==> src/rtl/wkx_pkg.sv <==
package wkx_pkg;

  localparam logic [2:0] SRC_XTAL     = 3'd0;
  localparam logic [2:0] SRC_XTAL_PLL = 3'd1;
  localparam logic [2:0] SRC_EXTCLK   = 3'd2;
  localparam logic [2:0] SRC_RC       = 3'd3;
  localparam logic [2:0] SRC_INT_FAST = 3'd4;
  localparam logic [2:0] SRC_INT_SLOW = 3'd5;

  // Phase encoding order is the order in which phases are run.
  typedef enum logic [2:0] {
    PH_IDLE = 3'd0,
    PH_OST  = 3'd1,
    PH_PLL  = 3'd2,
    PH_STAB = 3'd3,
    PH_PREP = 3'd4,
    PH_REL  = 3'd5
  } phase_t;

  typedef struct packed {
    logic ost;
    logic pll;
    logic stab;
    logic prep;
    logic fam_pri;
    logic fam_int;
  } path_t;

  // Which phases a wake needs, and which ready flag it raises.
  function automatic path_t decode_path(input logic [2:0] src, input logic idle,
                                        input logic ost_nz, input logic pll_nz,
                                        input logic stab_nz, input logic prep_nz);
    path_t p;
    logic  is_xtal, is_pll;
    is_xtal   = (src == SRC_XTAL) || (src == SRC_XTAL_PLL);
    is_pll    = (src == SRC_XTAL_PLL);
    p.ost     = is_xtal && !idle && ost_nz;
    p.pll     = is_pll && !idle && pll_nz;
    p.stab    = (src == SRC_INT_FAST) && stab_nz;
    p.prep    = prep_nz;
    p.fam_int = (src == SRC_INT_FAST);
    p.fam_pri = (src != SRC_INT_FAST) && (src != SRC_INT_SLOW);
    return p;
  endfunction

  // First enabled phase strictly after cur; release when none remains.
  function automatic phase_t next_phase(input phase_t cur, input path_t p);
    phase_t r;
    r = PH_REL;
    if (cur < PH_PREP && p.prep) r = PH_PREP;
    if (cur < PH_STAB && p.stab) r = PH_STAB;
    if (cur < PH_PLL  && p.pll)  r = PH_PLL;
    if (cur < PH_OST  && p.ost)  r = PH_OST;
    return r;
  endfunction

  function automatic logic is_wait_phase(input phase_t ph);
    return (ph == PH_OST) || (ph == PH_PLL) || (ph == PH_STAB) || (ph == PH_PREP);
  endfunction

  function automatic int unsigned max4(input int unsigned a, input int unsigned b,
                                       input int unsigned c, input int unsigned d);
    int unsigned m;
    m = a;
    if (b > m) m = b;
    if (c > m) m = c;
    if (d > m) m = d;
    return m;
  endfunction

  function automatic int unsigned width_for(input int unsigned maxval);
    return (maxval < 2) ? 1 : $clog2(maxval + 1);
  endfunction

endpackage

==> src/rtl/wkx_path_sel.sv <==
module wkx_path_sel
  import wkx_pkg::*;
#(
  parameter int unsigned OST_TICKS  = 1024,
  parameter int unsigned PLL_TICKS  = 2048,
  parameter int unsigned STAB_TICKS = 64,
  parameter int unsigned PREP_TICKS = 10
) (
  input  logic [2:0] src_sel,
  input  logic       idle_mode,
  output path_t      path
);
  localparam logic OST_NZ  = (OST_TICKS  != 0);
  localparam logic PLL_NZ  = (PLL_TICKS  != 0);
  localparam logic STAB_NZ = (STAB_TICKS != 0);
  localparam logic PREP_NZ = (PREP_TICKS != 0);

  always_comb begin
    path = decode_path(src_sel, idle_mode, OST_NZ, PLL_NZ, STAB_NZ, PREP_NZ);
  end
endmodule

==> src/rtl/wkx_tick_cnt.sv <==
module wkx_tick_cnt #(
  parameter int unsigned CW = 8
) (
  input  logic          clk,
  input  logic          rst_n,
  input  logic          clr,
  input  logic          active,
  input  logic          tick,
  input  logic [CW-1:0] limit,
  output logic          done
);
  logic [CW-1:0] cnt_q;

  always_ff @(posedge clk or negedge rst_n) begin
    if (!rst_n)              cnt_q <= '0;
    else if (clr)            cnt_q <= '0;
    else if (active && tick) cnt_q <= cnt_q + CW'(1);
  end

  assign done = active && tick && (cnt_q == (limit - CW'(1)));
endmodule

==> src/rtl/wkx_phase_fsm.sv <==
module wkx_phase_fsm
  import wkx_pkg::*;
(
  input  logic   clk,
  input  logic   rst_n,
  input  logic   wake,
  input  logic   pm_enter,
  input  logic   done,
  input  path_t  path_live,
  output phase_t phase_q,
  output logic   accept,
  output logic   wait_end,
  output logic   phase_chg,
  output logic   cpu_go,
  output logic   busy,
  output logic   pri_rdy,
  output logic   int_rdy
);
  phase_t ph_d;
  path_t  path_q, path_use;

  assign path_use = (phase_q == PH_IDLE) ? path_live : path_q;

  always_comb begin
    ph_d   = phase_q;
    accept = 1'b0;
    unique case (phase_q)
      PH_IDLE: if (wake) begin
        accept = 1'b1;
        ph_d   = next_phase(PH_IDLE, path_live);
      end
      PH_OST, PH_PLL, PH_STAB, PH_PREP: if (done) ph_d = next_phase(phase_q, path_q);
      PH_REL:  ph_d = PH_IDLE;
      default: ph_d = PH_IDLE;
    endcase
  end

  assign phase_chg = (ph_d != phase_q);
  assign wait_end  = phase_chg && ((ph_d == PH_PREP) || (ph_d == PH_REL)) &&
                     ((phase_q == PH_IDLE) || (phase_q == PH_OST) ||
                      (phase_q == PH_PLL)  || (phase_q == PH_STAB));

  always_ff @(posedge clk or negedge rst_n) begin
    if (!rst_n) begin
      phase_q <= PH_IDLE;
      path_q  <= '0;
    end else begin
      phase_q <= ph_d;
      if (accept) path_q <= path_live;
    end
  end

  always_ff @(posedge clk or negedge rst_n) begin
    if (!rst_n) begin
      pri_rdy <= 1'b0;
      int_rdy <= 1'b0;
    end else if (pm_enter) begin
      pri_rdy <= 1'b0;
      int_rdy <= 1'b0;
    end else if (wait_end) begin
      pri_rdy <= path_use.fam_pri;
      int_rdy <= path_use.fam_int;
    end
  end

  assign cpu_go = (phase_q == PH_REL);
  assign busy   = is_wait_phase(phase_q);
endmodule

==> src/rtl/wake_exit_seq.sv <==
module wake_exit_seq
  import wkx_pkg::*;
#(
  parameter int unsigned OST_TICKS  = 1024,
  parameter int unsigned PLL_TICKS  = 2048,
  parameter int unsigned STAB_TICKS = 64,
  parameter int unsigned PREP_TICKS = 10
) (
  input  logic       clk,
  input  logic       rst_n,
  input  logic       tick,
  input  logic       pm_enter,
  input  logic       wake,
  input  logic       idle_mode,
  input  logic [2:0] src_sel,
  output logic       cpu_go,
  output logic       busy,
  output logic       pri_rdy,
  output logic       int_rdy
);
  localparam int unsigned MAXLEN = max4(OST_TICKS, PLL_TICKS, STAB_TICKS, PREP_TICKS);
  localparam int unsigned CW     = width_for(MAXLEN);

  path_t         path_live;
  phase_t        phase_w;
  logic          accept_w, wait_end_w, phase_chg_w, done_w;
  logic [CW-1:0] limit_w;

  wkx_path_sel #(
    .OST_TICKS (OST_TICKS),
    .PLL_TICKS (PLL_TICKS),
    .STAB_TICKS(STAB_TICKS),
    .PREP_TICKS(PREP_TICKS)
  ) u_path (
    .src_sel  (src_sel),
    .idle_mode(idle_mode),
    .path     (path_live)
  );

  always_comb begin
    unique case (phase_w)
      PH_OST:  limit_w = CW'(OST_TICKS);
      PH_PLL:  limit_w = CW'(PLL_TICKS);
      PH_STAB: limit_w = CW'(STAB_TICKS);
      PH_PREP: limit_w = CW'(PREP_TICKS);
      default: limit_w = '0;
    endcase
  end

  wkx_tick_cnt #(.CW(CW)) u_cnt (
    .clk   (clk),
    .rst_n (rst_n),
    .clr   (phase_chg_w),
    .active(busy),
    .tick  (tick),
    .limit (limit_w),
    .done  (done_w)
  );

  wkx_phase_fsm u_fsm (
    .clk      (clk),
    .rst_n    (rst_n),
    .wake     (wake),
    .pm_enter (pm_enter),
    .done     (done_w),
    .path_live(path_live),
    .phase_q  (phase_w),
    .accept   (accept_w),
    .wait_end (wait_end_w),
    .phase_chg(phase_chg_w),
    .cpu_go   (cpu_go),
    .busy     (busy),
    .pri_rdy  (pri_rdy),
    .int_rdy  (int_rdy)
  );
endmodule

==> config.mk <==
export PLATFORM = sky130hd
export DESIGN_NAME = wake_exit_seq
export DESIGN_NICKNAME = d
export VERILOG_FILES = /design/src/rtl/wkx_pkg.sv /design/src/rtl/wkx_path_sel.sv /design/src/rtl/wkx_tick_cnt.sv /design/src/rtl/wkx_phase_fsm.sv /design/src/rtl/wake_exit_seq.sv
export SDC_FILE = /design/constraint.sdc
export NUM_CORES = 1
export LEC_CHECK = 0
export CAP_MARGIN = 20
export CORE_AREA = 10 10 62 84
export DETAILED_ROUTE_END_ITERATION = 7
export DIE_AREA = 0 0 72 94
export PLACE_DENSITY = 0.68
export SETUP_SLACK_MARGIN = 0.1
export SLEW_MARGIN = 25
export SYNTH_ARGS = -nofsm -noshare
export SYNTH_HDL_FRONTEND = slang
export SYNTH_SLANG_ARGS = --single-unit
==> constraint.sdc <==
create_clock -name clk -period 3.5 [get_ports clk]
set_clock_uncertainty 0.1 [all_clocks]
set_input_delay 0.875 -clock clk [delete_from_list [all_inputs] [get_ports clk]]
set_output_delay 0.875 -clock clk [all_outputs]
set_load 0.01 [all_outputs]
# Yosys cells after proc, flatten, opt, wreduce, memory -nomap -nowiden
# Index checks and enable logic that the tools add are counted.
[word_totals]
reg_bits = 22
input_bits = 9
[classes]
add_sub_neg = 2
n_lt_le_gt_ge = 4
eq_ne = 13
mux = 20
reduce_logical = 25
[op_table]
columns = ["cell", "count"]
rows = [
  ["one-hot mux 12 bit (4 select lines)", 1],
  ["2-to-1 mux 12 bit", 2],
  ["2-to-1 mux 3 bit", 8],
  ["equality test 3 bit, second input constant", 5],
  ["adder 12 x 1 -> 12 bit, second input constant", 1],
  ["equality test 12 bit", 1],
  ["subtractor 12 x 1 -> 12 bit, second input constant", 1],
  ["logical AND 1 bit", 11],
  ["logical OR 1 bit", 8],
  ["2-to-1 mux 1 bit", 7],
  ["equality test 3 x 1 -> 1 bit, second input constant", 2],
  ["equality test 3 x 2 -> 1 bit, second input constant", 2],
  ["zero test 3 bit", 2],
  ["< comparator 3 x 2 -> 1 bit, second input constant", 2],
  ["!= test 3 bit, second input constant", 2],
  ["one-hot mux 3 bit (2 select lines)", 1],
  ["nonzero test 2 bit", 2],
  ["OR reduction 4 bit", 1],
  ["< comparator 3 x 1 -> 1 bit, second input constant", 1],
  ["< comparator 3 bit, second input constant", 1],
  ["!= test 3 bit", 1],
  ["2-to-1 mux 2 bit", 1],
  ["zero test 1 bit", 1],
]

# Depth between registers and ports, before layout
# Gate-level depths: netlist (run 1).
[logic_depth]
depth_word = 14
mapped_depth = 11

# Cells and area by module
# A second synthesis (run 1) with hierarchy kept.
[hier_totals]
cells_unflattened = 203
area_unflattened_um2 = 1824.2
[modules_own_cells]
columns = ["mod", "n_inst", "cells_each", "area_each_um2", "seq_area_each_um2"]
rows = [
  ["wkx_tick_cnt", 1, 124, 1033.5, 300.3],
  ["wkx_phase_fsm", 1, 67, 701.9, 275.3],
  ["wkx_path_sel", 1, 7, 52.6, 0.0],
  ["wake_exit_seq", 1, 5, 36.3, 0.0],
]

# Least setup slack after synthesis (run 1)
# OpenSTA, ideal clock, no wires.
[synth_path]
kind = "reg-to-reg"
start = "register u_fsm.phase_q[2]"
end = "register u_fsm.pri_rdy"
setup_time_ns = 0.071
arrival_ns = 2.614
t_required_ns = 3.329
slack_ns = 0.715
path_stages_with_launch = 11
n_path_buf = 0
path_cell_list = "dfrtp_1 -> nand2b_1 -> or2_2 -> ha_1 -> ha_1 -> xor2_1 -> nand3_1 -> nor4b_4 -> o21ai_2 -> or4_1 -> nand4_1"
[synth_between]
elab_chain_len = 13
word_cells_on_any_way = 42
cone_classes = "1 x add/sub; 4 x order compare; 8 x eq/ne; 11 x mux; 18 x reduce/logical"
[synth_rtl]
columns = ["element", "line", "text"]
rows = [
  ["from (decl)", "wkx_phase_fsm.sv:10", "output phase_t phase_q,"],
  ["from (signal assigned)", "wkx_phase_fsm.sv:48", "phase_q <= ph_d;"],
  ["parallel branches: the longest is 13 deep, another holds subtractor 12 x 1 -> 12 bit", "-", ""],
  ["to (signal assigned)", "wkx_phase_fsm.sv:61", "pri_rdy <= path_use.fam_pri;"],
  ["to (decl)", "wkx_phase_fsm.sv:16", "output logic pri_rdy,"],
]
# Several ways; the timed one is not identified. The select of a mux whose other input is x is not followed.
# A chain may end at the register's enable or synchronous reset.

# Worst setup path in the final report (run 1)
[layout_path]
start = "register u_fsm.phase_q[1]"
end = "register u_fsm.int_rdy"
[layout_between]
elab_chain_len = 13
word_cells_on_any_way = 42
cone_classes = "1 x add/sub; 4 x order compare; 8 x eq/ne; 11 x mux; 18 x reduce/logical"
[layout_rtl]
columns = ["element", "line", "text"]
rows = [
  ["parallel branches: the longest is 13 deep, another holds subtractor 12 x 1 -> 12 bit", "-", ""],
  ["to (signal assigned)", "wkx_phase_fsm.sv:62", "int_rdy <= path_use.fam_int;"],
  ["to (decl)", "wkx_phase_fsm.sv:17", "output logic int_rdy"],
]
# Several ways; the timed one is not identified. The select of a mux whose other input is x is not followed.

==> impl_metrics.tcl, run 1 <==
set metrics [dict create \
    hold_path.class "reg -> reg" \
    routed-via-count 1275 \
    yosys.cell_types.count 39 \
    setup_repair_after_global_routing_missed_its_margin "false" \
    totalWireLength_um 3410 \
    mappedNetlistNets 188 \
    synth_cells 175 \
    core-area_um2 3640 \
    cap_viol_max_count 0 \
    outcome "complete, no violations" \
    fp.dieArea_um2 6770 \
    yosys.area.top_type "dfrtp_1" \
    hold_viol 0 \
    post_layout_nonfiller_instances 228 \
    tritoncts.num_buffers 3 \
    antenna_diode_count 0 \
    clock_sink_count 21 \
    synth_area_leaders "dfrtp_1, nand3_1, nor2_1, xnor2_1, xor2_1" \
    cp_slowest_cell "dfrtp_1" \
    detail_route.first_pass.iterations 4 \
    dp.final_hpwl_um 2610 \
    seq_cells_post_synth 21 \
    fp.dieW_um 72 \
    worstSkewPairLatency_ns 0.26 \
    final_common_cell "dfrtp_1" \
    peakVddDrop_v 0.000379 \
    cp-start-kind "register" \
    num-nets-final 200 \
    worstMarginPinSlew_ns 0.798 \
    global_route.overflow_total 0 \
    initialDrtViolationCount 90 \
    reg2regPathDepth 10 \
    crit_chain "inv_1 -> or2_2 -> ha_1 -> ha_1 -> xor2_1 -> nand3_1 -> nor4b_4 -> o21ai_2 -> or4_1 -> nand3_1" \
    globalRouteTotalUtil 0.108 \
    cp.required_ns 3.60 \
    pin_count 13 \
    synth.avg_cell_area_um2 8.52 \
    grt_max_degree 22 \
    placed_cell_areas_um2 1650 \
    routed_wire_per_std_cell_um 15.0 \
    drtAntennaViolNets 0 \
    crit_path_end_kind "register" \
    synth_top_flop_cell "dfrtp_1" \
    drt_drc_violations_left 0 \
    starting_density 0.409 \
    final_max_slew_viol_count 0 \
    postCtsHoldBufs 0 \
    total_power_mw 1.00 \
    critical_path.reg2reg.startpoint "u_fsm.phase_q[1]" \
    period_share 0.906 \
    critPathKind "reg -> reg" \
    beginning_of_the_worst_hold_path "u_fsm.path_q[1]" \
    initial_antenna_violation_count 0 \
    via_per_inst 5.59 \
    layout-drive-gt1-share 0.0860 \
    rows 26 \
    critical_path_peak_fanout 12 \
    synth_enable_flop_cells 0 \
    critical_path.reg2reg.endpoint "u_fsm.int_rdy" \
    timing.final.crit_period_ns 3.17 \
    clock_path_buffers 2 \
    areaGrowthSynthToFinish_pct 13.3 \
    hold-path-cell-count 2 \
    path_clk_slew_ns 0.08 \
    setup_viol 0 \
    synth.yosys.warnings 0 \
    netlist.area_leader.share 0.352 \
    grt_first_pass_wirelength_um 6020 \
    min_to "u_fsm.path_q[1]" \
    filler_cell_count 363 \
    setup-tns-final_ns 0 \
    grt_pass1_vias 1365 \
    max_freq_mhz 315 \
    async_flop_share 1.00 \
    globalplace.congestion 0.860 \
    maximum_level_of_the_cts_h_tree 1 \
    die_height_um 94 \
    power_per_cell_area_nw_per_um2 593 \
    commonest_cells_after_routing_fill_and_taps_aside "dfrtp_1, nor2_1, nand3_1, nand2_1, clkdlybuf4s50_1" \
    syn_area_um2 1490 \
    timing.reg2reg.setup_slack_ns 0.33 \
    cts_tree "yes" \
    synth-seq-area-share 0.352 \
    static-leakage-power_nw 0.719 \
    worst-endpoint-arrival_ns 3.27 \
    placed_cells 224 \
    io_buffers 12 \
    timing.slew.headroom 0.466 \
    stdcell_area_um2 1690 \
    cts.root.buffer_cell "clkbuf_8" \
    crit_path_max_incr_delay_ns 0.54 \
]
## timing repair
action | in CTS | in global routing
endpoints found under the setup margin | 0 | 1
setup buffers | 0 | 0
hold endpoints to repair | 0 | 0
resized for setup | 0 | 1
## how the worst max path moves through the flow
stage                                 from       endpoint  slack [ns]
final                     u_fsm.phase_q[1]  u_fsm.int_rdy        0.33
after floorplan           u_fsm.phase_q[2]  u_fsm.pri_rdy        0.72
after global placement                tick  u_fsm.pri_rdy        0.43
after detailed placement  u_fsm.phase_q[2]  u_fsm.int_rdy        0.33
after global routing      u_fsm.phase_q[1]  u_fsm.pri_rdy        0.14
after CTS                 u_fsm.phase_q[2]  u_fsm.int_rdy        0.31
## synth_stat cells (2+ instances only)
| master | number |
|---|---|
| nand2_1 | 12 |
| and3_1 | 5 |
| nor4_1 | 3 |
| xor2_1 | 7 |
| or4_1 | 2 |
| o21ai_0 | 4 |
| or2_2 | 2 |
| inv_1 | 3 |
| nor3_1 | 10 |
| nand2b_1 | 6 |
| clkbuf_1 | 4 |
| mux2i_1 | 3 |
| nand4b_1 | 4 |
| nor2b_1 | 6 |
| ha_1 | 4 |
| buf_2 | 2 |
| or3_1 | 3 |
| nand3_1 | 17 |
| nand4_1 | 7 |
| dfrtp_1 | 21 |
| o21a_1 | 2 |
| a21oi_1 | 5 |
| xnor2_1 | 8 |
| o211ai_1 | 2 |
| nor2_1 | 19 |
## metrics by stage
step                hold WS [ns]  utilization  setup WS (ns)
floorplan                  0.350            -          0.715
global placement           0.370        0.452          0.433
detailed placement         0.395        0.452          0.329
CTS                        0.414        0.465          0.309
global route               0.428        0.464          0.135
finish                     0.410        0.464          0.328
## power by group
group	internal [mW]	leakage [nW]	switching (mW)
logic	0.213	0.414	0.267
registers	0.283	0.279	0.0746
clock network	0.0795	0.0255	0.0843
## final cells by class
class,instances,area [µm²],share of cell area
multi-input cells,144,922,0.546
flip-flops and latches,21,527,0.312
repair buffers,14,130,0.0770
well taps,42,52.6,0.0311
clock buffers,3,41.3,0.0244
inverters,3,11.3,0.00667
clock inverters,1,5.00,0.00296
## cells by family after synthesis
| logic type | share of synthesized area |
|---|---|
| simple gates | 0.393 |
| flops | 0.352 |
| compound gates | 0.0763 |
| xor+xnor | 0.0881 |
| buf+inv | 0.0294 |
| mux | 0.0277 |
| fa+ha+maj | 0.0336 |
## registers in the layout, indices dropped and copies added, names as in the netlist
name and flops:
u_fsm.int_rdy 1, u_cnt.cnt_q 12, u_fsm.path_q 4, u_fsm.pri_rdy 1, u_fsm.phase_q 3
## critical path, delay by kind of cell, from the launching register on
| kind | cells | cell delay, ns |
|---|---|---|
| buf+inv | 1 | 0.17 |
| xor+xnor | 1 | 0.16 |
| simple gates | 5 | 1.45 |
| compound gates | 1 | 0.18 |
| flops | 1 | 0.54 |
| fa+ha+maj | 2 | 0.51 |
## per-layer routing
| metal | global-route usage | routed length [µm] | up-vias |
|---|---|---|---|
| li1 | - | - | 650 |
| met1 | 0.111 | 1460 | 599 |
| met2 | 0.180 | 1740 | 16 |
| met3 | 0.0328 | 104 | 10 |
| met4 | 0.0777 | 110 | 0 |
| met5 | 0 | 0 | - |
(Power assumes the default switching activity.)
==> run 2: changes to the inputs <==
SLEW_MARGIN = 5   (was 25)
==> run 2 against run 1 <==
Maximum frequency about the same. Sequential cell count stayed put. Cell count is the same. Critical path depth unchanged. Non-clock buffer count unchanged. Combinational power barely moved. Die area is the same. Worst hold slack is essentially flat. Global-route usage is the same. Power about the same. Sequential power hardly changed. Largest power group unchanged.
==> impl_metrics.tcl, run 2 (synthesis gave the netlist of run 1 again) <==
set metrics [dict create \
    outcome "complete, no violations" \
    crit_path_end_kind "register" \
    p_clk_frac 0.163 \
    path_delay_family "simple AND/OR/NAND/NOR gates" \
    worst-endpoint-arrival_ns 3.27 \
    crit_path_max_incr_delay_ns 0.54 \
    layout-drive-gt1-share 0.0806 \
    drt_drc_violations_left 0 \
    cp.required_ns 3.60 \
    clock_path_buffers 2 \
    setup_viol 0 \
    globalplace.congestion 0.860 \
    beginning_of_the_worst_hold_path "u_fsm.path_q[1]" \
    starting_density 0.409 \
    peakVddDrop_v 0.000379 \
    detail_route.first_pass.iterations 4 \
    timing.final.crit_period_ns 3.17 \
    critPathKind "reg -> reg" \
    hold_viol 0 \
    pin_count 13 \
    routed_wire_per_std_cell_um 15.0 \
    num-nets-final 200 \
    fp.dieW_um 72 \
    crit_chain "inv_1 -> or2_2 -> ha_1 -> ha_1 -> xor2_1 -> nand3_1 -> nor4b_4 -> o21ai_2 -> or4_1 -> nand3_1" \
    postCtsHoldBufs 0 \
    maximum_level_of_the_cts_h_tree 1 \
    static-leakage-power_nw 0.719 \
    crit_start "u_fsm.phase_q[1]" \
    part_of_the_total_power_dissipated_in_combinational_logic 0.479 \
    initial_antenna_violation_count 0 \
    filler_cell_count 362 \
    clock_sink_count 21 \
    routed-via-count 1275 \
    period_share 0.906 \
    dp.final_hpwl_um 2610 \
    cp-start-kind "register" \
    worstMarginPinSlew_ns 0.959 \
    core-area_um2 3640 \
    cts.root.buffer_cell "clkbuf_8" \
    cp_slowest_cell "dfrtp_1" \
    post_cts.resized_instances 0 \
    path_clk_slew_ns 0.08 \
    worstSkewPairLatency_ns 0.26 \
    commonest_cells_after_routing_fill_and_taps_aside "dfrtp_1, nor2_1, nand3_1, nand2_1, clkdlybuf4s50_1" \
    power.net_switching_uw 426 \
    max_freq_mhz 315 \
    rows 26 \
    die_height_um 94 \
    largest_register_ffs 12 \
    areaGrowthSynthToFinish_pct 13.6 \
    top_flop_regs "u_cnt.cnt_q: 12 flops, u_fsm.path_q: 4 flops, u_fsm.phase_q: 3 flops" \
    top_register "u_cnt.cnt_q" \
    final_common_cell "dfrtp_1" \
    cap_viol_max_count 0 \
    via_per_inst 5.59 \
    globalRouteTotalUtil 0.108 \
    grt_first_pass_wirelength_um 6020 \
    setup-tns-final_ns 0 \
    critical_path.reg2reg.startpoint "u_fsm.phase_q[1]" \
    fp.dieArea_um2 6770 \
    path_buf_inv 1 \
    timing.slew.headroom 0.359 \
    antenna_diode_count 0 \
    hold_path.class "reg -> reg" \
    grt_pass1_vias 1365 \
    initialDrtViolationCount 90 \
    grt_max_degree 22 \
    totalWireLength_um 3410 \
    final_max_slew_viol_count 0 \
    tritoncts.num_buffers 3 \
    p_int_uw 576 \
    power_per_cell_area_nw_per_um2 591 \
    total_power_mw 1.00 \
    global_route.overflow_total 0 \
    sequentialPowerShare 0.357 \
    io_buffers 12 \
    cts_tree "yes" \
    cts_setup_buffers 0 \
    power_switching_share 0.425 \
    drtAntennaViolNets 0 \
    critical_path_peak_fanout 12 \
    setup_repair_after_global_routing_missed_its_margin "false" \
]
[run 2: cell types whose count changed in the layout (fill, tap and decap cells not counted)]
cell / change
clkdlybuf4s50_1: +1
buf_2: -1
[run 2: power by group through the flow]
stage	clock network (mW)	registers [mW]	logic, mW
floorplan	0	0.323	0.372
CTS	0.170	0.354	0.484
detailed placement	0	0.359	0.481
global route	0.179	0.367	0.544
finish	0.164	0.358	0.480
global placement	0	0.354	0.468
[run 2: worst paths after layout]
check                           slack, ns                to  cells after the start
worst max-delay path                 0.33     u_fsm.int_rdy                     10
worst min-delay path                 0.41   u_fsm.path_q[1]                      2
worst max register to register       0.33     u_fsm.int_rdy                     10
worst min register to register       0.41   u_fsm.path_q[1]                      2
max in group asynchronous            1.62  u_fsm.phase_q[2]                      1
min in group asynchronous            1.04    u_cnt.cnt_q[7]                      1
[run 2: tightest hold or removal path, stage by stage (launching register included)]
cell and delay [ns]:
dfrtp_1 0.36, nand2_1 0.05, o21ai_0 0.06
[run 2: layout make-up]
class                      count  area (µm²)  share of cell area
multi-input combinational    144         922               0.544
sequential                    21         527               0.311
timing repair buffer          14         135              0.0798
tap                           42        52.6              0.0310
clock buffer                   3        41.3              0.0244
inverter                       3        11.3             0.00665
clock inverter                 1        5.00             0.00295
[run 2: layer usage]
metal	part of all wire	GRT usage	up-vias
met5	0	0	-
met4	0.032	0.0777	0
met3	0.030	0.0328	10
met2	0.51	0.180	16
met1	0.43	0.111	599
li1	-	-	650
[run 2: through the flow]
stage          setup slack [ns]  instances  cell area, µm²   util  hold slack (ns)
3_3_place_gp              0.433        224            1650  0.452            0.370
4_1_cts                   0.309        228            1690  0.465            0.414
3_5_place_dp              0.329        224            1650  0.452            0.395
6_report                  0.328        228            1690  0.465            0.410
5_1_grt                   0.135        228            1690  0.465            0.428
2_1_floorplan             0.715        175            1490      -            0.350
==> run 3: changes to the inputs <==
CORE_AREA = 10 10 62 85   (was 10 10 62 84)
DIE_AREA = 0 0 72 95   (was 0 0 72 94)
==> run 3 against run 2 <==
Count of clock-buffer cells in the layout unchanged. Maximum frequency grew 1.8%. Highest routed layer unchanged. Largest power group unchanged. Register-to-register slack better by 0.06 ns. Worst setup slack better by 0.057 ns. Via count grew 2.1%. Sequential cell count stayed put. Largest cell class unchanged. Non-clock buffer count rose by 4. Worst hold slack worse by 0.016 ns.
==> impl_metrics.tcl, run 3 (synthesis gave the netlist of run 1 again) <==
set metrics [dict create \
    placed_cells 229 \
    post_layout_nonfiller_instances 233 \
    sequentialPowerShare 0.332 \
    static-leakage-power_nw 0.736 \
    cp-start-kind "register" \
    grt_max_degree 22 \
    setup_repair_after_global_routing_missed_its_margin "false" \
    final_common_cell "dfrtp_1" \
    path_clk_slew_ns 0.08 \
    post_cts.resized_instances 0 \
    die_height_um 95 \
    crit_path_end_kind "register" \
    timing.slew.headroom 0.467 \
    drt_drc_violations_left 0 \
    layout_setup_ws_ns 0.385 \
    top_register "u_cnt.cnt_q" \
    critPathKind "reg -> reg" \
    tritoncts.num_buffers 3 \
    detail_route.first_pass.iterations 4 \
    worstMarginPinSlew_ns 0.797 \
    drtAntennaViolNets 0 \
    top_flop_regs "u_cnt.cnt_q: 12 flops, u_fsm.path_q: 4 flops, u_fsm.phase_q: 3 flops" \
    maximum_level_of_the_cts_h_tree 1 \
    fp.dieArea_um2 6840 \
    largest_register_ffs 12 \
    grt_pass1_vias 1347 \
    dp.final_hpwl_um 2690 \
    outcome "complete, no violations" \
    place_ws_ns 0.441 \
    final.hold.worst_slack_ns 0.394 \
    worstSkewPairLatency_ns 0.27 \
    areaGrowthSynthToFinish_pct 15.8 \
    core-area_um2 3780 \
    cts.root.buffer_cell "clkbuf_8" \
    commonest_cells_after_routing_fill_and_taps_aside "dfrtp_1, nor2_1, nand3_1, nand2_1, clkdlybuf4s50_1" \
    part_of_the_total_power_dissipated_in_combinational_logic 0.503 \
    power.net_switching_uw 430 \
    worst-endpoint-arrival_ns 3.23 \
    global_route.overflow_total 0 \
    cts_setup_buffers 0 \
    routed_wire_per_std_cell_um 14.9 \
    cp.required_ns 3.61 \
    clock_path_buffers 2 \
    final_max_slew_viol_count 0 \
    critical_path_peak_fanout 9 \
    globalRouteTotalUtil 0.112 \
    postLayoutCoreUtil 0.456 \
    power_switching_share 0.422 \
    max_freq_mhz 321 \
    via_per_inst 5.59 \
    antenna_diode_count 0 \
    num-nets-final 204 \
    routed-via-count 1302 \
    initialDrtViolationCount 71 \
    pin_count 13 \
    clock_sink_count 21 \
    setup-tns-final_ns 0 \
    grt_first_pass_wirelength_um 6220 \
    postCtsHoldBufs 0 \
    p_int_uw 589 \
    io_buffers 12 \
    cts_tree "yes" \
    cap_viol_max_count 0 \
    layout-drive-gt1-share 0.0947 \
    rows 27 \
    starting_density 0.394 \
    period_share 0.890 \
    setup_viol 0 \
    p_clk_frac 0.165 \
    globalplace.congestion 0.901 \
    power_per_cell_area_nw_per_um2 590 \
    initial_antenna_violation_count 0 \
    timing.final.crit_period_ns 3.12 \
    fp.dieW_um 72 \
    hold_path.class "reg -> reg" \
    peakVddDrop_v 0.000317 \
    totalWireLength_um 3480 \
    hold_viol 0 \
]
run 3: cell types whose count changed in the layout (fill, tap and decap cells not counted):
cell	change
dfrtp_2	-1
buf_4	+4
dfrtp_1	+1
clkinvlp_4	+1
clkinv_2	-1
run 3: cell type report:
| type | instances | area [µm²] |
|---|---|---|
| Clock inverter | 1 | 7.51 |
| Clock buffer | 3 | 41.3 |
| Timing Repair Buffer | 18 | 165 |
| Sequential cell | 21 | 526 |
| Fill cell | 378 | 2060 |
| Multi-Input combinational cell | 144 | 922 |
| Inverter | 3 | 11.3 |
| Tap cell | 43 | 53.8 |
run 3: power by group through the flow:
stage | clock [mW] | combinational [mW] | sequential, mW
6_report | 0.168 | 0.513 | 0.338
5_1_grt | 0.185 | 0.576 | 0.345
4_1_cts | 0.175 | 0.519 | 0.337
3_5_place_dp | 0 | 0.514 | 0.342
3_3_place_gp | 0 | 0.509 | 0.340
2_1_floorplan | 0 | 0.372 | 0.323
run 3: per-stage QoR:
stage	total power, mW	cell area, µm²
global placement	0.849	1680
finish	1.02	1730
global route	1.11	1730
detailed placement	0.857	1680
floorplan	0.695	1490
CTS	1.03	1730
run 3: layer usage:
| layer | up-vias | routed length (µm) | global-route usage |
|---|---|---|---|
| met4 | 0 | 97 | 0.0566 |
| met3 | 8 | 88 | 0.0168 |
| met1 | 615 | 1370 | 0.113 |
| met5 | - | 0 | 0 |
| met2 | 20 | 1930 | 0.214 |
| li1 | 659 | - | - |
run 3: path summary, 6_finish.rpt:
kind,from,to,slack (ns),cells past startpoint
max,u_fsm.phase_q[2],u_fsm.pri_rdy,0.38,10
min,u_fsm.path_q[1],u_fsm.path_q[1],0.39,2
max reg2reg,u_fsm.phase_q[2],u_fsm.pri_rdy,0.38,10
min reg2reg,u_fsm.path_q[1],u_fsm.path_q[1],0.39,2
max in group asynchronous,rst_n,u_fsm.phase_q[0],2.24,2
min in group asynchronous,rst_n,u_cnt.cnt_q[0],0.84,2
run 3: critical path, cell delays in order, from the launching register on:
cell,delay [ns]
dfrtp_1,0.47
nand2b_1,0.22
or2_2,0.32
ha_1,0.22
ha_1,0.29
xor2_1,0.18
nand3_1,0.15
nor4b_4,0.32
o21ai_2,0.19
or4_1,0.52
nand4_1,0.10
